File: src/rtl/sdclk_pkg.sv
package sdclk_pkg;

    localparam int WORD_W  = 16;
    localparam int CODE_W  = 8;
    localparam int RATIO_W = 9;
    localparam int MAX_RATIO = 256;

    // control word field positions
    localparam int CODE_LSB  = 8;
    localparam int BIT_RUN   = 0;
    localparam int BIT_READY = 1;
    localparam int BIT_CARD  = 2;

    typedef struct packed {
        logic [CODE_W-1:0] code;
        logic              card_en;
        logic              run_en;
    } clk_cfg_t;

    // map a divider code to its divide ratio
    function automatic logic [RATIO_W-1:0] ratio_of(input logic [CODE_W-1:0] c);
        logic [RATIO_W-1:0] r;
        int want;
        want = 2 * int'(c);
        r = RATIO_W'(MAX_RATIO);
        if (c == '0) begin
            r = RATIO_W'(1);
        end else if (c == CODE_W'(3)) begin
            r = RATIO_W'(3);
        end else begin
            for (int k = 8; k >= 1; k--) begin
                if ((1 << k) >= want) r = RATIO_W'(1 << k);
            end
        end
        return r;
    endfunction

    function automatic logic [WORD_W-1:0] pack_word(input clk_cfg_t cfg, input logic ready);
        logic [WORD_W-1:0] w;
        w = '0;
        w[CODE_LSB +: CODE_W] = cfg.code;
        w[BIT_CARD]  = cfg.card_en;
        w[BIT_READY] = ready;
        w[BIT_RUN]   = cfg.run_en;
        return w;
    endfunction

endpackage

File: src/rtl/sdclk_ctrl_reg.sv
module sdclk_ctrl_reg
    import sdclk_pkg::*;
#(
    parameter int STABLE_CYC = 16
) (
    input  logic              clk,
    input  logic              rst,
    input  logic              wr_en,
    input  logic [WORD_W-1:0] wr_data,
    output clk_cfg_t          cfg,
    output logic              ready,
    output logic              div_clear
);
    localparam int CNT_W = $clog2(STABLE_CYC + 1);

    clk_cfg_t          cfg_q;
    logic [CNT_W-1:0]  settle_q;
    logic              restart;
    logic [CODE_W-1:0] new_code;

    assign new_code = wr_data[CODE_LSB +: CODE_W];
    assign restart  = wr_en && wr_data[BIT_RUN] &&
                      (!cfg_q.run_en || (new_code != cfg_q.code));

    always_ff @(posedge clk) begin
        if (rst) begin
            cfg_q    <= '0;
            settle_q <= '0;
        end else begin
            if (wr_en) begin
                cfg_q.code    <= new_code;
                cfg_q.card_en <= wr_data[BIT_CARD];
                cfg_q.run_en  <= wr_data[BIT_RUN];
            end
            if (restart) begin
                settle_q <= CNT_W'(STABLE_CYC);
            end else if (cfg_q.run_en && settle_q != '0) begin
                settle_q <= settle_q - 1'b1;
            end
        end
    end

    assign cfg       = cfg_q;
    assign ready     = cfg_q.run_en && (settle_q == '0);
    assign div_clear = restart || (wr_en && !wr_data[BIT_RUN]) || !cfg_q.run_en;

endmodule

File: src/rtl/sdclk_divider.sv
module sdclk_divider
    import sdclk_pkg::*;
(
    input  logic              clk,
    input  logic              rst,
    input  logic              clear,
    input  logic [CODE_W-1:0] code,
    output logic              div_q,
    output logic              div_next
);
    logic [RATIO_W-1:0] ratio;
    logic [RATIO_W-1:0] half_q;
    logic [RATIO_W-1:0] half_next;

    assign ratio = ratio_of(code);

    always_comb begin
        half_next = '0;
        div_next  = 1'b0;
        if (!clear) begin
            if (half_q >= ratio - 1'b1) begin
                half_next = '0;
                div_next  = !div_q;
            end else begin
                half_next = half_q + 1'b1;
                div_next  = div_q;
            end
        end
    end

    always_ff @(posedge clk) begin
        if (rst) begin
            half_q <= '0;
            div_q  <= 1'b0;
        end else begin
            half_q <= half_next;
            div_q  <= div_next;
        end
    end

endmodule

File: src/rtl/sdclk_gate.sv
module sdclk_gate (
    input  logic clk,
    input  logic rst,
    input  logic want,
    input  logic div_q,
    input  logic div_next,
    output logic card_clk
);
    logic gate_q;
    logic gate_eff;
    logic card_q;

    // the gate may only move while the divided clock is low
    assign gate_eff = div_q ? gate_q : want;

    always_ff @(posedge clk) begin
        if (rst) begin
            gate_q <= 1'b0;
            card_q <= 1'b0;
        end else begin
            gate_q <= gate_eff;
            card_q <= div_next && gate_eff;
        end
    end

    assign card_clk = card_q;

endmodule

File: src/rtl/sdclk_unit.sv
module sdclk_unit
    import sdclk_pkg::*;
#(
    parameter int STABLE_CYC = 16
) (
    input  logic        clk,
    input  logic        rst,
    input  logic        wr_en,
    input  logic [15:0] wr_data,
    output logic [15:0] rd_data,
    output logic        card_clk
);
    clk_cfg_t cfg;
    logic     ready;
    logic     div_clear;
    logic     div_q;
    logic     div_next;

    sdclk_ctrl_reg #(.STABLE_CYC(STABLE_CYC)) u_reg (
        .clk       (clk),
        .rst       (rst),
        .wr_en     (wr_en),
        .wr_data   (wr_data),
        .cfg       (cfg),
        .ready     (ready),
        .div_clear (div_clear)
    );

    sdclk_divider u_div (
        .clk      (clk),
        .rst      (rst),
        .clear    (div_clear),
        .code     (cfg.code),
        .div_q    (div_q),
        .div_next (div_next)
    );

    sdclk_gate u_gate (
        .clk      (clk),
        .rst      (rst),
        .want     (cfg.card_en && ready),
        .div_q    (div_q),
        .div_next (div_next),
        .card_clk (card_clk)
    );

    assign rd_data = pack_word(cfg, ready);

endmodule

File: config.mk
export PLATFORM = sky130hd
export DESIGN_NAME = sdclk_unit
export DESIGN_NICKNAME = d
export VERILOG_FILES = /design/src/rtl/sdclk_pkg.sv /design/src/rtl/sdclk_ctrl_reg.sv /design/src/rtl/sdclk_divider.sv /design/src/rtl/sdclk_gate.sv /design/src/rtl/sdclk_unit.sv
export SDC_FILE = /design/constraint.sdc
export NUM_CORES = 1
export LEC_CHECK = 0
export BUFFER_PORTS_ARGS = -buffer_cell sky130_fd_sc_hd__buf_2
export CAP_MARGIN = 25
export CORE_ASPECT_RATIO = 2
export CORE_UTILIZATION = 45
export CTS_CLUSTER_SIZE = 12
export DETAILED_ROUTE_END_ITERATION = 6
export HOLD_SLACK_MARGIN = 0.05
export PLACE_DENSITY = 0.7
export SLEW_MARGIN = 20
export SYNTH_ARGS = -nofsm -noshare
export SYNTH_HDL_FRONTEND = slang
export SYNTH_SLANG_ARGS = --single-unit
File: constraint.sdc
create_clock -name clk -period 3.5 [get_ports clk]
set_input_delay 0 -clock clk [delete_from_list [all_inputs] [get_ports clk]]
set_output_delay 0 -clock clk [all_outputs]
set_load 0.02 [all_outputs]
==> results.cfg, run 1 <==
[run_status]
status = completed

[timing]
hold_violations = 0
finalSetupTns_ns = 0
fin_skew_ns = 0.007042
report.final.slew_viol_count = 0
hold-worst-slack_ns = 0.06815
setup-violations-final = 0
slew_headroom_pct = 65.56
layout_min_cycle_time_ns = 3.443
tightest_slew_ns = 0.5111
timing.final.crit_share_pct = 98.38
fmax_mhz = 290.4
rsz0062_at_grt = yes

[cells_and_area]
nets = 279
fillerInstances = 357
final_core_utilization_pct = 58.13
syn_to_final_growth_pct = 24.00
fin_area_um2 = 2211
drive_gt1_share_pct = 24.70
antenna_cells = 0

[synth]
synth_top_area_share_pct = 30.32
synth_cell_types = 53
synthArstFlopShare_pct = 0
synth.cell_area_um2 = 1783
syn_area_per_cell_um2 = 8.490
synth_top_cell_by_area = dfxtp_1
ys_ff_latch = 27
yosys_warnings = 0
ys_top_cells_by_area = dfxtp_1 (30%), ha_1 (8.4%), nor2_1 (6.3%)
seq_area_frac_synth_pct = 30.32
synth_edf_count = 0
yosys_most_used_dff = dfxtp_1
synthCells = 210

[critical_path]
critPathCaptureType = register
critical_path_class = reg2reg
rrSetupSlack_ns = 0.06
required_ns = 3.70
path_buf_inv = 1
max_stage_delay_ns = 0.57
cp_slowest_cell = or4_4
cp_max_fo = 8
crit_path_cell_trace = or4_4 > nor3_4 > nand2_2 > ha_4 > nand3b_1 > nor3_2 > a21oi_1 > o22ai_1 > a211o_1 > ha_4 > a211oi_2 > o21ai_1 > o2111ai_2 > a21boi_2 > buf_4 > nor4b_4
crit_top_cell = ha_4
arrival_ns = 3.65
start_kind = register
path_delay_family = simple AND/OR/NAND/NOR gates

[clock_tree]
cts-root-buf = clkbuf_8
cts_tree = built
clockBufferDepth = 2
cts_sinks = 27
cts_max_level = 1
cts-buffers-inserted = 3
clock_latency_ns = 0.28
clkTransAtPathRegs_ns = 0.10

[floorplanning]
start_util_pct = 46.88
die_y_um = 91.02
row_count = 32
pin_count = 36
core_area_um2 = 3804
die_w_um = 46.51
die_area_um2 = 4233

[grt]
grt_pass1_wl_um = 6644
grt_overflow = 0
first_global_vias = 1638
antenna_found_initial = 0
grt_max_degree = 17
grtUsageTotal_pct = 21.09

[job]
drv_cap = 0

[placement]
routabilityCongestion = 0.8385
port_buffers = 24
placedInstanceArea_um2 = 1968
dp_hpwl_um = 3003

[power_and_ir_drop]
leakagePower_uw = 0.0009049
finalPower_uw = 725.5
powerDensity_nw_per_um2 = 328.1
ir_worst_vdd_mv = 0.1955

[route]
antenna_left = 0
finalWirelength_um = 4196
first_pass_iters = 4
num_vias = 1634
drt-vias-per-instance = 5.483
routedWlPerCell_um = 14.08
initialDrtViolationCount = 42
drc = 0

[min_path]
min_path_type = in2reg
[metrics by stage]
stage	setup WS, ns	std cells
3_5_place_dp	-0.06341	283
3_3_place_gp	-0.005169	283
2_1_floorplan	0.03153	214
6_report	0.05677	298
5_1_grt	-0.1095	298
4_1_cts	0.01807	297
[Yosys cell counts, drive strengths merged (4+ instances only)]
master and number:
nor4 4, xor2 5, o21ai 8, nand2 9
nand2b 7, mux2i 9, xnor2 12, buf 13
clkbuf 4, nand3b 4, nand4 5, dfxtp 27
ha 12, nand3 10, inv 8, a21oi 9
nor2 30
[area by class of cell]
cell class | count | area, um^2 | share of cell area (%)
Timing Repair Buffer | 46 | 310.3 | 14.04
Clock inverter | 1 | 7.507 | 0.3396
Clock buffer | 3 | 41.29 | 1.868
Multi-Input combinational cell | 162 | 1216 | 55.01
Inverter | 8 | 30.03 | 1.358
Tap cell | 51 | 63.81 | 2.886
Sequential cell | 27 | 541.8 | 24.50
[final timing paths]
path	startpoint	endpoint	cells past startpoint
min	rst	u_reg.cfg[6]	2
max	u_reg.cfg[8]	u_div.div_q	16
max reg2reg	u_reg.cfg[8]	u_div.div_q	16
min reg2reg	u_gate.gate_q	u_gate.gate_q	2
[power by group]
group          internal, uW  leakage, uW  total [uW]  switching (uW)
Sequential              316     0.000220         326            9.50
Combinational          97.7     0.000663         216             118
Clock                  81.0    0.0000217         184             103
[routing by layer]
metal	vias up	GRT usage (%)	routed length, um
met5	-	0	0
li1	805	-	-
met3	13	2.187	89
met2	36	39.81	2378
met1	780	18.87	1571
met4	0	12.50	156
[layout by cell type (no fill, tap or decap), types with 2 or more instances in the layout]
cell           count
buf_4             12
nor3b_1            2
nand4_1            5
nand2b_1           7
ha_1              10
nand3b_1           4
dlygate4sd3_1     10
xnor2_1           12
mux2i_1            9
a21oi_1            7
a21oi_2            2
or4_4              2
clkbuf_8           3
nor2_1            30
dfxtp_1           26
nand3_1           10
xor2_1             5
nand2_1            7
nor4_1             3
nand2_2            2
conb_1             5
o21ai_0            5
a2bb2oi_1          2
buf_2             24
ha_4               2
inv_1              8
o21ai_1            3
[sequential cells by signal, summed over array words and instances, names as in the netlist]
| name | cells |
|---|---|
| u_div.div_q | 1 |
| u_reg.cfg | 10 |
| u_gate.card_clk | 1 |
| u_reg.settle_q | 5 |
| u_div.half_q | 9 |
| u_gate.gate_q | 1 |
[what timing repair did]
item,in CTS,in global routing
gates resized for setup,4,12
hold buffers,10,0
setup buffers,0,1
setup endpoints to repair,11,11
endpoints found under the hold margin,10,0
pin swaps,1,4
[cells by family (layout without fill, tap and decap cells)]
group,after synthesis,after routing,synth area share [%]
simple gates,84,84,25.75
compound gates,34,34,13.83
flops,27,27,30.32
buf+inv,25,58,7.438
xor+xnor,17,17,8.351
fa+ha+maj,12,12,8.421
mux,10,10,5.684
other cells,1,5,0.2103
No activity file was read; power rests on OpenSTA's default activity.
==> run 2, diff against run 1 <==
Settings changed: PLACE_DENSITY 0.7 to 0.67.
Clock period 3.5 ns to 3.3 ns, I/O delays scaled along.
==> run 2 against run 1 <==
Net effect:
- clock-buffer cell count unchanged
- sequential power rose by 6.7%
- combinational power up 9.3%
- sequential share of layout area shrank 0.48 points
- total power increased by 7.6%
- register-to-register slack got worse by 0.04 ns
- cell count up 2.0%
- core utilization rose by 1.6 points
- via count rose by 0.49%
- cell area rose by 2.7%
==> results.cfg, run 2 (synthesis gave the netlist of run 1 again) <==
[run_status]
status = completed

[route]
routedWlPerCell_um = 13.93
first_pass_iters = 5
initialDrtViolationCount = 34
topRoutingLayerUsed = met4
dr_wl_met2_um = 2343
finalWirelength_um = 4236
drc = 0
drt-vias-per-instance = 5.401
antenna_left = 0
num_vias = 1642
wl_met3_um = 102
wirelength_met1_um = 1610

[timing]
tightest_slew_ns = 0.6205
rsz0062_at_grt = yes
fin_skew_ns = 0.004579
layout_min_cycle_time_ns = 3.283
setup-violations-final = 0
report.final.slew_viol_count = 0
timing.final.crit_share_pct = 99.49
slew_headroom_pct = 58.29
worst_slack_ns = 0.01687
hold_violations = 0
fmax_mhz = 304.6
finalSetupTns_ns = 0

[critical_path]
crit_path_cell_trace = or4_4 > nor3_4 > nand2_2 > ha_4 > nand3b_1 > nor3_1 > a21oi_1 > o22ai_1 > a211o_1 > ha_4 > a211oi_2 > o21ai_2 > o2111ai_4 > buf_4 > o2111ai_2 > nor2_1
crit_top_cell = ha_4
cp_max_fo = 8
cp_slowest_cell = or4_4
max_stage_delay_ns = 0.55
critical_path_class = reg2reg
startpoint = u_reg.cfg[9]
required_ns = 3.53
r2r_start = u_reg.cfg[9]
start_kind = register
critPathCaptureType = register
arrival_ns = 3.51

[cells_and_area]
drive_gt1_share_pct = 27.67
syn_to_final_growth_pct = 27.37
layout_common_cells = nor2_1 (30), dfxtp_1 (25), buf_2 (24), buf_4 (17), xnor2_1 (12)
nets = 285
fin_area_um2 = 2271
final_cells = 304
largest_reg_flops = 10
fillerInstances = 342
antenna_cells = 0
layout_commonest_cell = nor2_1

[floorplanning]
die_area_um2 = 4233
pin_count = 36
start_util_pct = 46.88
core_area_um2 = 3804
die_y_um = 91.02
die_w_um = 46.51
row_count = 32

[grt]
grt_pass1_wl_um = 6741
grt_overflow = 0
grtUsageTotal_pct = 21.85
first_global_vias = 1645
antenna_found_initial = 0
grt_max_degree = 16

[placement]
routabilityCongestion = 0.8284
placedInstanceArea_um2 = 2023
dp.cells = 285
port_buffers = 24
place_ws_ns = -0.06238
dp_hpwl_um = 3132

[power_and_ir_drop]
leakagePower_uw = 0.0009308
ir_worst_vdd_mv = 0.2022
powerDensity_nw_per_um2 = 343.8

[job]
drv_cap = 0

[clock_tree]
clock_latency_ns = 0.29
cts_max_level = 1
cts-buffers-inserted = 3
cts_tree = built
clockBufferDepth = 2
clkTransAtPathRegs_ns = 0.10
cts_sinks = 27
cts-root-buf = clkbuf_8

[min_path]
min_path_type = in2reg
worstHoldStart = rst
==> run 2: worst paths after layout <==
kind	slack [ns]	endpoint	cells after the start
max	0.02	u_div.half_q[3]	16
max reg2reg	0.02	u_div.half_q[3]	16
min	0.06	u_reg.cfg[1]	2
min reg2reg	0.47	u_gate.gate_q	2
==> run 2: power breakdown <==
part           leakage (uW)  internal, uW  switching (uW)
logic              0.000685           109             127
registers          0.000221           335            12.6
clock network     0.0000255          85.2             112
total              0.000931           530             251
==> run 2: final cells by class <==
cell class | count | area (um^2) | area share (%)
clock buffer | 3 | 41.29 | 1.818
multi-input combinational | 163 | 1237 | 54.49
sequential | 27 | 545.5 | 24.02
timing repair buffer | 51 | 347.8 | 15.32
clock inverter | 1 | 5.005 | 0.2204
inverter | 8 | 30.03 | 1.322
tap | 51 | 63.81 | 2.810
==> run 2: metal layers <==
layer / global-route usage, % / up-vias
met5: 0 / -
met3: 3.380 / 13
met2: 39.58 / 35
met1: 19.75 / 767
met4: 14.71 / 0
li1: - / 827
==> run 2: critical path: cells and delay by family (launching register included) <==
family | cells | cell delay, ns
compound gates | 7 | 1.18
fa+ha+maj | 2 | 0.44
buf+inv | 1 | 0.16
flops | 1 | 0.35
simple gates | 6 | 1.12
==> run 2: metrics by stage <==
stage	util (%)	total power, uW	hold slack, ns
after floorplan	-	513.6	0.06497
final	59.70	780.7	0.06025
after global routing	59.70	826.6	0.07234
after CTS	58.36	780.5	0.06041
after global placement	53.19	560.8	0.2442
after detailed placement	53.19	563.1	0.2593
==> run 2: what timing repair did <==
| item | in CTS | in global routing |
|---|---|---|
| endpoints found under the hold margin | 10 | 0 |
| pin swaps | 3 | 5 |
| buffers inserted | 0 | 4 |
| resized for setup | 8 | 3 |
| hold buffers | 10 | 0 |
| cloned | 0 | 1 |
| endpoints found under the setup margin | 11 | 11 |
